`config.mk`:
```
export PLATFORM = sky130hd
export DESIGN_NAME = flash_prog_seq
export DESIGN_NICKNAME = d
export VERILOG_FILES = /design/src/rtl/flash_prog_pkg.sv /design/src/rtl/flash_bus_cycle.sv /design/src/rtl/flash_addr_ctr.sv /design/src/rtl/flash_prog_seq.sv
export SDC_FILE = /design/constraint.sdc
export NUM_CORES = 1
export LEC_CHECK = 0
export ABC_AREA = 1
export ABC_CLOCK_PERIOD_IN_PS = 2000
export BUFFER_PORTS_ARGS = -buffer_cell sky130_fd_sc_hd__buf_4
export CAP_MARGIN = 10
export CELL_PAD_IN_SITES_DETAIL_PLACEMENT = 0
export CELL_PAD_IN_SITES_GLOBAL_PLACEMENT = 1
export CORE_UTILIZATION = 40
export DETAILED_ROUTE_END_ITERATION = 12
export HOLD_SLACK_MARGIN = 0.12
export PLACE_DENSITY_LB_ADDON = 0.2
export SLEW_MARGIN = 20
export SYNTH_ARGS = -nofsm -noshare
export SYNTH_HDL_FRONTEND = slang
export SYNTH_HIERARCHICAL = 1
export SYNTH_SLANG_ARGS = --single-unit
```
`constraint.sdc`:
```
create_clock -name clk_i -period 2 [get_ports clk_i]
set_input_delay 0.3 -clock clk_i [delete_from_list [all_inputs] [get_ports clk_i]]
set_output_delay 0.3 -clock clk_i [all_outputs]
set_load 0.1 [all_outputs]
```
`src/rtl/flash_prog_pkg.sv`:
```
package flash_prog_pkg;
  typedef enum logic [2:0] {S_IDLE, S_FETCH, S_WR, S_POLL, S_VER, S_NEXT} seq_st_e;
  typedef enum logic [1:0] {B_IDLE, B_SETUP, B_ACT, B_HOLD} bus_st_e;
  typedef enum logic [1:0] {ERR_NONE = 2'b00, ERR_TIMEOUT = 2'b01, ERR_VERIFY = 2'b10} err_e;

  localparam logic [14:0] UNLOCK_ADDR1 = 15'h5555;
  localparam logic [14:0] UNLOCK_ADDR2 = 15'h2AAA;
  localparam logic [7:0]  UNLOCK_DATA1 = 8'hAA;
  localparam logic [7:0]  UNLOCK_DATA2 = 8'h55;
  localparam logic [7:0]  PROG_CMD     = 8'hA0;
endpackage

```
`src/rtl/flash_bus_cycle.sv`:
```
module flash_bus_cycle
  import flash_prog_pkg::*;
#(
  parameter int ADDR_W = 16,
  parameter int T_WP   = 3,
  parameter int T_OE   = 4
) (
  input  logic              clk_i,
  input  logic              rst_ni,
  input  logic              go_i,
  input  logic              wr_i,
  input  logic [ADDR_W-1:0] addr_i,
  input  logic [7:0]        wdata_i,
  output logic              done_o,
  output logic [7:0]        rdata_o,
  output logic [ADDR_W-1:0] fl_addr_o,
  output logic [7:0]        fl_dq_o,
  output logic              fl_dq_oe_o,
  input  logic [7:0]        fl_dq_i,
  output logic              fl_we_no,
  output logic              fl_oe_no,
  output logic              fl_ce_no
);
  localparam int TMAX = (T_WP > T_OE) ? T_WP : T_OE;
  localparam int CW   = $clog2(TMAX + 1);
  localparam logic [CW-1:0] WP_LAST = CW'(T_WP - 1);
  localparam logic [CW-1:0] OE_LAST = CW'(T_OE - 1);

  bus_st_e           st_q;
  logic [CW-1:0]     cnt_q;
  logic              wr_q;
  logic [ADDR_W-1:0] addr_q;
  logic [7:0]        wdata_q, rdata_q;
  logic              act_end;

  assign act_end = (st_q == B_ACT) && (cnt_q == (wr_q ? WP_LAST : OE_LAST));

  always_ff @(posedge clk_i or negedge rst_ni) begin
    if (!rst_ni) begin
      st_q    <= B_IDLE;
      cnt_q   <= '0;
      wr_q    <= 1'b0;
      addr_q  <= '0;
      wdata_q <= '0;
      rdata_q <= '0;
    end else begin
      unique case (st_q)
        B_IDLE: if (go_i) begin
          wr_q    <= wr_i;
          addr_q  <= addr_i;
          wdata_q <= wdata_i;
          st_q    <= B_SETUP;
        end
        B_SETUP: begin
          cnt_q <= '0;
          st_q  <= B_ACT;
        end
        B_ACT: if (act_end) begin
          st_q <= B_HOLD;
          // single defined sample point: last strobe clock
          if (!wr_q) rdata_q <= fl_dq_i;
        end else begin
          cnt_q <= cnt_q + 1'b1;
        end
        B_HOLD:  st_q <= B_IDLE;
        default: st_q <= B_IDLE;
      endcase
    end
  end

  assign done_o     = (st_q == B_HOLD);
  assign rdata_o    = rdata_q;
  assign fl_addr_o  = addr_q;
  assign fl_dq_o    = wdata_q;
  assign fl_dq_oe_o = wr_q && (st_q != B_IDLE);
  assign fl_ce_no   = (st_q == B_IDLE);
  assign fl_we_no   = !((st_q == B_ACT) && wr_q);
  assign fl_oe_no   = !((st_q == B_ACT) && !wr_q);
endmodule

```
`src/rtl/flash_addr_ctr.sv`:
```
module flash_addr_ctr #(
  parameter int ADDR_W = 16,
  parameter int LEN_W  = 8
) (
  input  logic              clk_i,
  input  logic              rst_ni,
  input  logic              load_i,
  input  logic [ADDR_W-1:0] base_i,
  input  logic [LEN_W-1:0]  len_i,
  input  logic              step_i,
  output logic [ADDR_W-1:0] addr_o,
  output logic              last_o
);
  logic [ADDR_W-1:0] addr_q;
  logic [LEN_W-1:0]  rem_q;

  always_ff @(posedge clk_i or negedge rst_ni) begin
    if (!rst_ni) begin
      addr_q <= '0;
      rem_q  <= '0;
    end else if (load_i) begin
      addr_q <= base_i;
      rem_q  <= len_i;
    end else if (step_i) begin
      addr_q <= addr_q + 1'b1;
      rem_q  <= rem_q - 1'b1;
    end
  end

  assign addr_o = addr_q;
  assign last_o = (rem_q == LEN_W'(1));
endmodule

```
`src/rtl/flash_prog_seq.sv`:
```
module flash_prog_seq
  import flash_prog_pkg::*;
#(
  parameter int ADDR_W    = 16,
  parameter int LEN_W     = 8,
  parameter int T_WP      = 3,
  parameter int T_OE      = 4,
  parameter int MAX_POLLS = 32
) (
  input  logic              clk_i,
  input  logic              rst_ni,
  input  logic              start_i,
  input  logic [ADDR_W-1:0] base_addr_i,
  input  logic [LEN_W-1:0]  length_i,
  input  logic [7:0]        data_i,
  output logic              data_req_o,
  output logic              busy_o,
  output logic              done_o,
  output logic              err_o,
  output logic [1:0]        err_code_o,
  output logic [ADDR_W-1:0] err_addr_o,
  output logic [ADDR_W-1:0] fl_addr_o,
  output logic [7:0]        fl_dq_o,
  output logic              fl_dq_oe_o,
  input  logic [7:0]        fl_dq_i,
  output logic              fl_we_no,
  output logic              fl_oe_no,
  output logic              fl_ce_no
);
  localparam int PW = $clog2(MAX_POLLS + 1);
  localparam logic [PW-1:0] POLL_LAST = PW'(MAX_POLLS - 1);

  seq_st_e           state_q;
  logic [7:0]        data_q;
  logic [1:0]        wr_idx_q;
  logic [PW-1:0]     poll_q;
  logic              go_q, done_q, err_q;
  err_e              err_code_q;
  logic [ADDR_W-1:0] err_addr_q;

  logic              cyc_done, cyc_wr, ctr_load, ctr_step, ctr_last;
  logic [7:0]        cyc_rdata, cyc_wdata;
  logic [ADDR_W-1:0] cyc_addr, tgt_addr;

  assign ctr_load = (state_q == S_IDLE) && start_i && (length_i != '0);
  assign ctr_step = (state_q == S_NEXT) && !ctr_last;
  assign cyc_wr   = (state_q == S_WR);

  always_comb begin
    cyc_addr  = tgt_addr;
    cyc_wdata = data_q;
    if (cyc_wr) begin
      unique case (wr_idx_q)
        2'd0: begin cyc_addr = ADDR_W'(UNLOCK_ADDR1); cyc_wdata = UNLOCK_DATA1; end
        2'd1: begin cyc_addr = ADDR_W'(UNLOCK_ADDR2); cyc_wdata = UNLOCK_DATA2; end
        2'd2: begin cyc_addr = ADDR_W'(UNLOCK_ADDR1); cyc_wdata = PROG_CMD;     end
        default: ;
      endcase
    end
  end

  always_ff @(posedge clk_i or negedge rst_ni) begin
    if (!rst_ni) begin
      state_q    <= S_IDLE;
      data_q     <= '0;
      wr_idx_q   <= '0;
      poll_q     <= '0;
      go_q       <= 1'b0;
      done_q     <= 1'b0;
      err_q      <= 1'b0;
      err_code_q <= ERR_NONE;
      err_addr_q <= '0;
    end else begin
      go_q   <= 1'b0;
      done_q <= 1'b0;
      unique case (state_q)
        S_IDLE: if (start_i) begin
          err_q      <= 1'b0;
          err_code_q <= ERR_NONE;
          if (length_i == '0) done_q <= 1'b1;
          else                state_q <= S_FETCH;
        end
        S_FETCH: begin
          data_q   <= data_i;
          wr_idx_q <= '0;
          go_q     <= 1'b1;
          state_q  <= S_WR;
        end
        S_WR: if (cyc_done) begin
          go_q <= 1'b1;
          if (wr_idx_q == 2'd3) begin
            poll_q  <= '0;
            state_q <= S_POLL;
          end else begin
            wr_idx_q <= wr_idx_q + 1'b1;
          end
        end
        S_POLL: if (cyc_done) begin
          if (cyc_rdata[7] == data_q[7]) begin
            go_q    <= 1'b1;
            state_q <= S_VER;
          end else if (poll_q == POLL_LAST) begin
            err_q      <= 1'b1;
            err_code_q <= ERR_TIMEOUT;
            err_addr_q <= tgt_addr;
            state_q    <= S_IDLE;
          end else begin
            poll_q <= poll_q + 1'b1;
            go_q   <= 1'b1;
          end
        end
        S_VER: if (cyc_done) begin
          if (cyc_rdata == data_q) begin
            state_q <= S_NEXT;
          end else begin
            err_q      <= 1'b1;
            err_code_q <= ERR_VERIFY;
            err_addr_q <= tgt_addr;
            state_q    <= S_IDLE;
          end
        end
        S_NEXT: begin
          if (ctr_last) begin
            done_q  <= 1'b1;
            state_q <= S_IDLE;
          end else begin
            state_q <= S_FETCH;
          end
        end
        default: state_q <= S_IDLE;
      endcase
    end
  end

  flash_addr_ctr #(.ADDR_W(ADDR_W), .LEN_W(LEN_W)) u_ctr (
    .clk_i  (clk_i),
    .rst_ni (rst_ni),
    .load_i (ctr_load),
    .base_i (base_addr_i),
    .len_i  (length_i),
    .step_i (ctr_step),
    .addr_o (tgt_addr),
    .last_o (ctr_last)
  );

  flash_bus_cycle #(.ADDR_W(ADDR_W), .T_WP(T_WP), .T_OE(T_OE)) u_bus (
    .clk_i      (clk_i),
    .rst_ni     (rst_ni),
    .go_i       (go_q),
    .wr_i       (cyc_wr),
    .addr_i     (cyc_addr),
    .wdata_i    (cyc_wdata),
    .done_o     (cyc_done),
    .rdata_o    (cyc_rdata),
    .fl_addr_o  (fl_addr_o),
    .fl_dq_o    (fl_dq_o),
    .fl_dq_oe_o (fl_dq_oe_o),
    .fl_dq_i    (fl_dq_i),
    .fl_we_no   (fl_we_no),
    .fl_oe_no   (fl_oe_no),
    .fl_ce_no   (fl_ce_no)
  );

  assign data_req_o = (state_q == S_FETCH);
  assign busy_o     = (state_q != S_IDLE);
  assign done_o     = done_q;
  assign err_o      = err_q;
  assign err_code_o = err_code_q;
  assign err_addr_o = err_addr_q;
endmodule

```
==> results by group <==
Worst setup path
  – CP Class: reg -> out
  – Critical Path Start Type: flip-flop
  – Worst EP required: 1700 ps
  – CP endpoint kind: primary output
  – Worst EP arrival: 1600 ps
  – Largest fanout on the critical path: 8

Timing
  – Setup violations, final: 0
  – Final Cycle Share: 95.06%
  – RSZ-0062 raised after global routing: false
  – Fmax: 526.0 MHz
  – Worst slew margin: 68.34%
  – Max-slew violations: 0
  – Hold Violations, Final: 0
  – Tmin final: 1901 ps
  – Setup TNS: 0 ps
  – Fin Clk Skew: 10.50 ps
  – Final worst slack: 98.72 ps
  – Worst-margin pin slew: 474.9 ps

CTS
  – TritonCTS clock tree: built
  – Clk slew on worst S/H paths: 70 ps
  – H-tree depth: 3
  – Skew-Pair Late Insertion Delay: 360 ps
  – TritonCTS Buffers: 9
  – Sink Count: 102
  – Root Driver: clkbuf_16
  – CTS Buffer Depth: 2

Placed design
  – Final HPWL from detailed placement: 9.970 mm
  – Placed Area: 6514 um^2
  – Port bufs: 92
  – Setup WS pre-CTS: 126.7 ps
  – Gpl congestion: 0.8644

Finish
  – Commonest cells after routing, fill and taps aside: nand2_1, buf_4, dfrtp_1
  – # diodes: 0
  – Share of cells above drive strength 1: 28.67%
  – Core Util, Final: 51.41%
  – Final #Nets: 808
  – Final Instance Area: 6917 um^2
  – Synth-to-layout area growth: 23.06%
  – Commonest non-fill, non-tap cell in the layout: nand2_1

Die
  – Die Outline Area: 14530 um^2
  – Num rows: 42
  – Die Span Y: 120.5 um
  – Die Width: 120.5 um
  – I/O Pins: 93
  – Core Footprint: 13450 um^2
  – Starting Density: 41.78%

Logic synthesis
  – Post-Syn Area: 5620 um^2
  – Yosys top cell area share: 45.41%
  – Synth Area per Inst: 8.687 um^2
  – Sequential fraction of the synthesis area: 45.41%
  – Syn Inst Count: 647
  – Ys Warns: 6
  – Synth area leader: dfrtp_1
  – Seq cells post-synth: 102
  – Post-synth net total: 703
  – Top cells by area, synth: dfrtp_1, nand2_1, inv_1
  – Synth cell types: 37

GRT
  – Initial antenna violation count: 0
  – GRT overflow: 0
  – Global-route wire length before repair: 22.31 mm
  – Met1 GRT Util: 28.61%
  – Most used routing layer: met2
  – Vias in the first global route: 4439
  – GR met3 Demand/Resource: 4.481%
  – Pin count of the biggest net entering global routing: 34
  – All-Layer GR Usage: 19.85%
  – Met2 global-route usage: 29.96%

Min path
  – Hold Path Class: in -> reg

Drt
  – Final wirelength: 13.69 mm
  – Wire per inst: 14.67 um
  – Via count: 4604
  – DRC viols: 0
  – Vias per cell: 4.935
  – ANT nets after route: 0
  – Drt first pass iters: 4
  – First DRT Iteration DRCs: 308

Run status
  – Status: finished clean

Flow run
  – Max Cap Viol: 0
## layer usage
metal	vias to the layer above	wire, um
li1	2326	-
met1	2173	6767
met2	90	6236
met3	15	521
met4	0	159
met5	-	0
## state kept, by name (all words and copies together), names as in the netlist
signal,count
err_addr_o,16
u_bus/fl_addr_o,16
u_ctr/addr_o,16
data_q,8
u_bus/fl_dq_o,8
u_bus/rdata_o,8
u_ctr/rem_q,8
poll_q,6
state_q,3
u_bus/cnt_q,3
err_code_o,2
u_bus/st_q,2
wr_idx_q,2
done_o,1
err_o,1
go_q,1
u_bus/wr_q,1
## critical path: stages, from the launching register on
cell     delay [ps]
dfrtp_1         410
inv_1            80
ha_1            220
buf_4           170
nand2_1          70
buf_4           290
## layout make-up
class	count	area, um^2
fillers	1296	6536
multi-input cells	447	2656
flip-flops and latches	102	2552
repair buffers	110	865.8
inverters	82	315.3
clock buffers	11	242.7
well taps	176	220.2
clock inverters	5	63.81
## cell families (layout without fill, tap and decap cells)
group           after synthesis  count (layout)  synth area share [%]
compound gates              101             101                 11.75
xor+xnor                     15              15                 2.338
fa+ha+maj                    13              13                 2.894
buf+inv                      99             208                 8.059
flops                       102             102                 45.41
mux                          24              24                 6.011
simple gates                293             294                 23.53
## metrics by stage
step	hold WS [ps]	std cells
finish	145.6	933
global route	152.5	933
CTS	137.4	929
detailed placement	290.5	912
global placement	297.4	912
floorplan	4.409	647
## worst paths after layout
kind,from,end,slack (ps),cells past startpoint
setup / recovery,u_bus/st_q[0],fl_we_no,100,5
hold / removal,data_i[6],data_q[6],150,3
setup reg to reg,u_bus/st_q[0],u_bus/fl_addr_o[9],190,5
hold reg to reg,err_addr_o[14],err_addr_o[14],480,2
max in group asynchronous,rst_ni,data_q[3],880,3
min in group asynchronous,rst_ni,state_q[0],450,2
## synth_stat cells, drive strengths merged
library cell	count
nor3	1
inv	81
nor2	48
o21bai	1
a21boi	1
clkbuf	5
a21oi	5
o21ai	71
dfrtp	102
nand2	183
mux2	24
a22oi	18
clkinv	1
nand3	49
xor2	9
o32ai	1
ha	13
buf	12
o211ai	3
or2	3
o221ai	1
nand4	9
xnor2	6
## what timing repair did
action                                  in CTS  in global routing
endpoints found under the setup margin       0                 35
hold buffers                                 1                  0
gates resized for setup                      0                  7
endpoints found under the hold margin       29                  0
buffers inserted                             0                  3
Power is not shown: default switching activity piles up to over one toggle a cycle in this logic, so the estimate is an artifact.
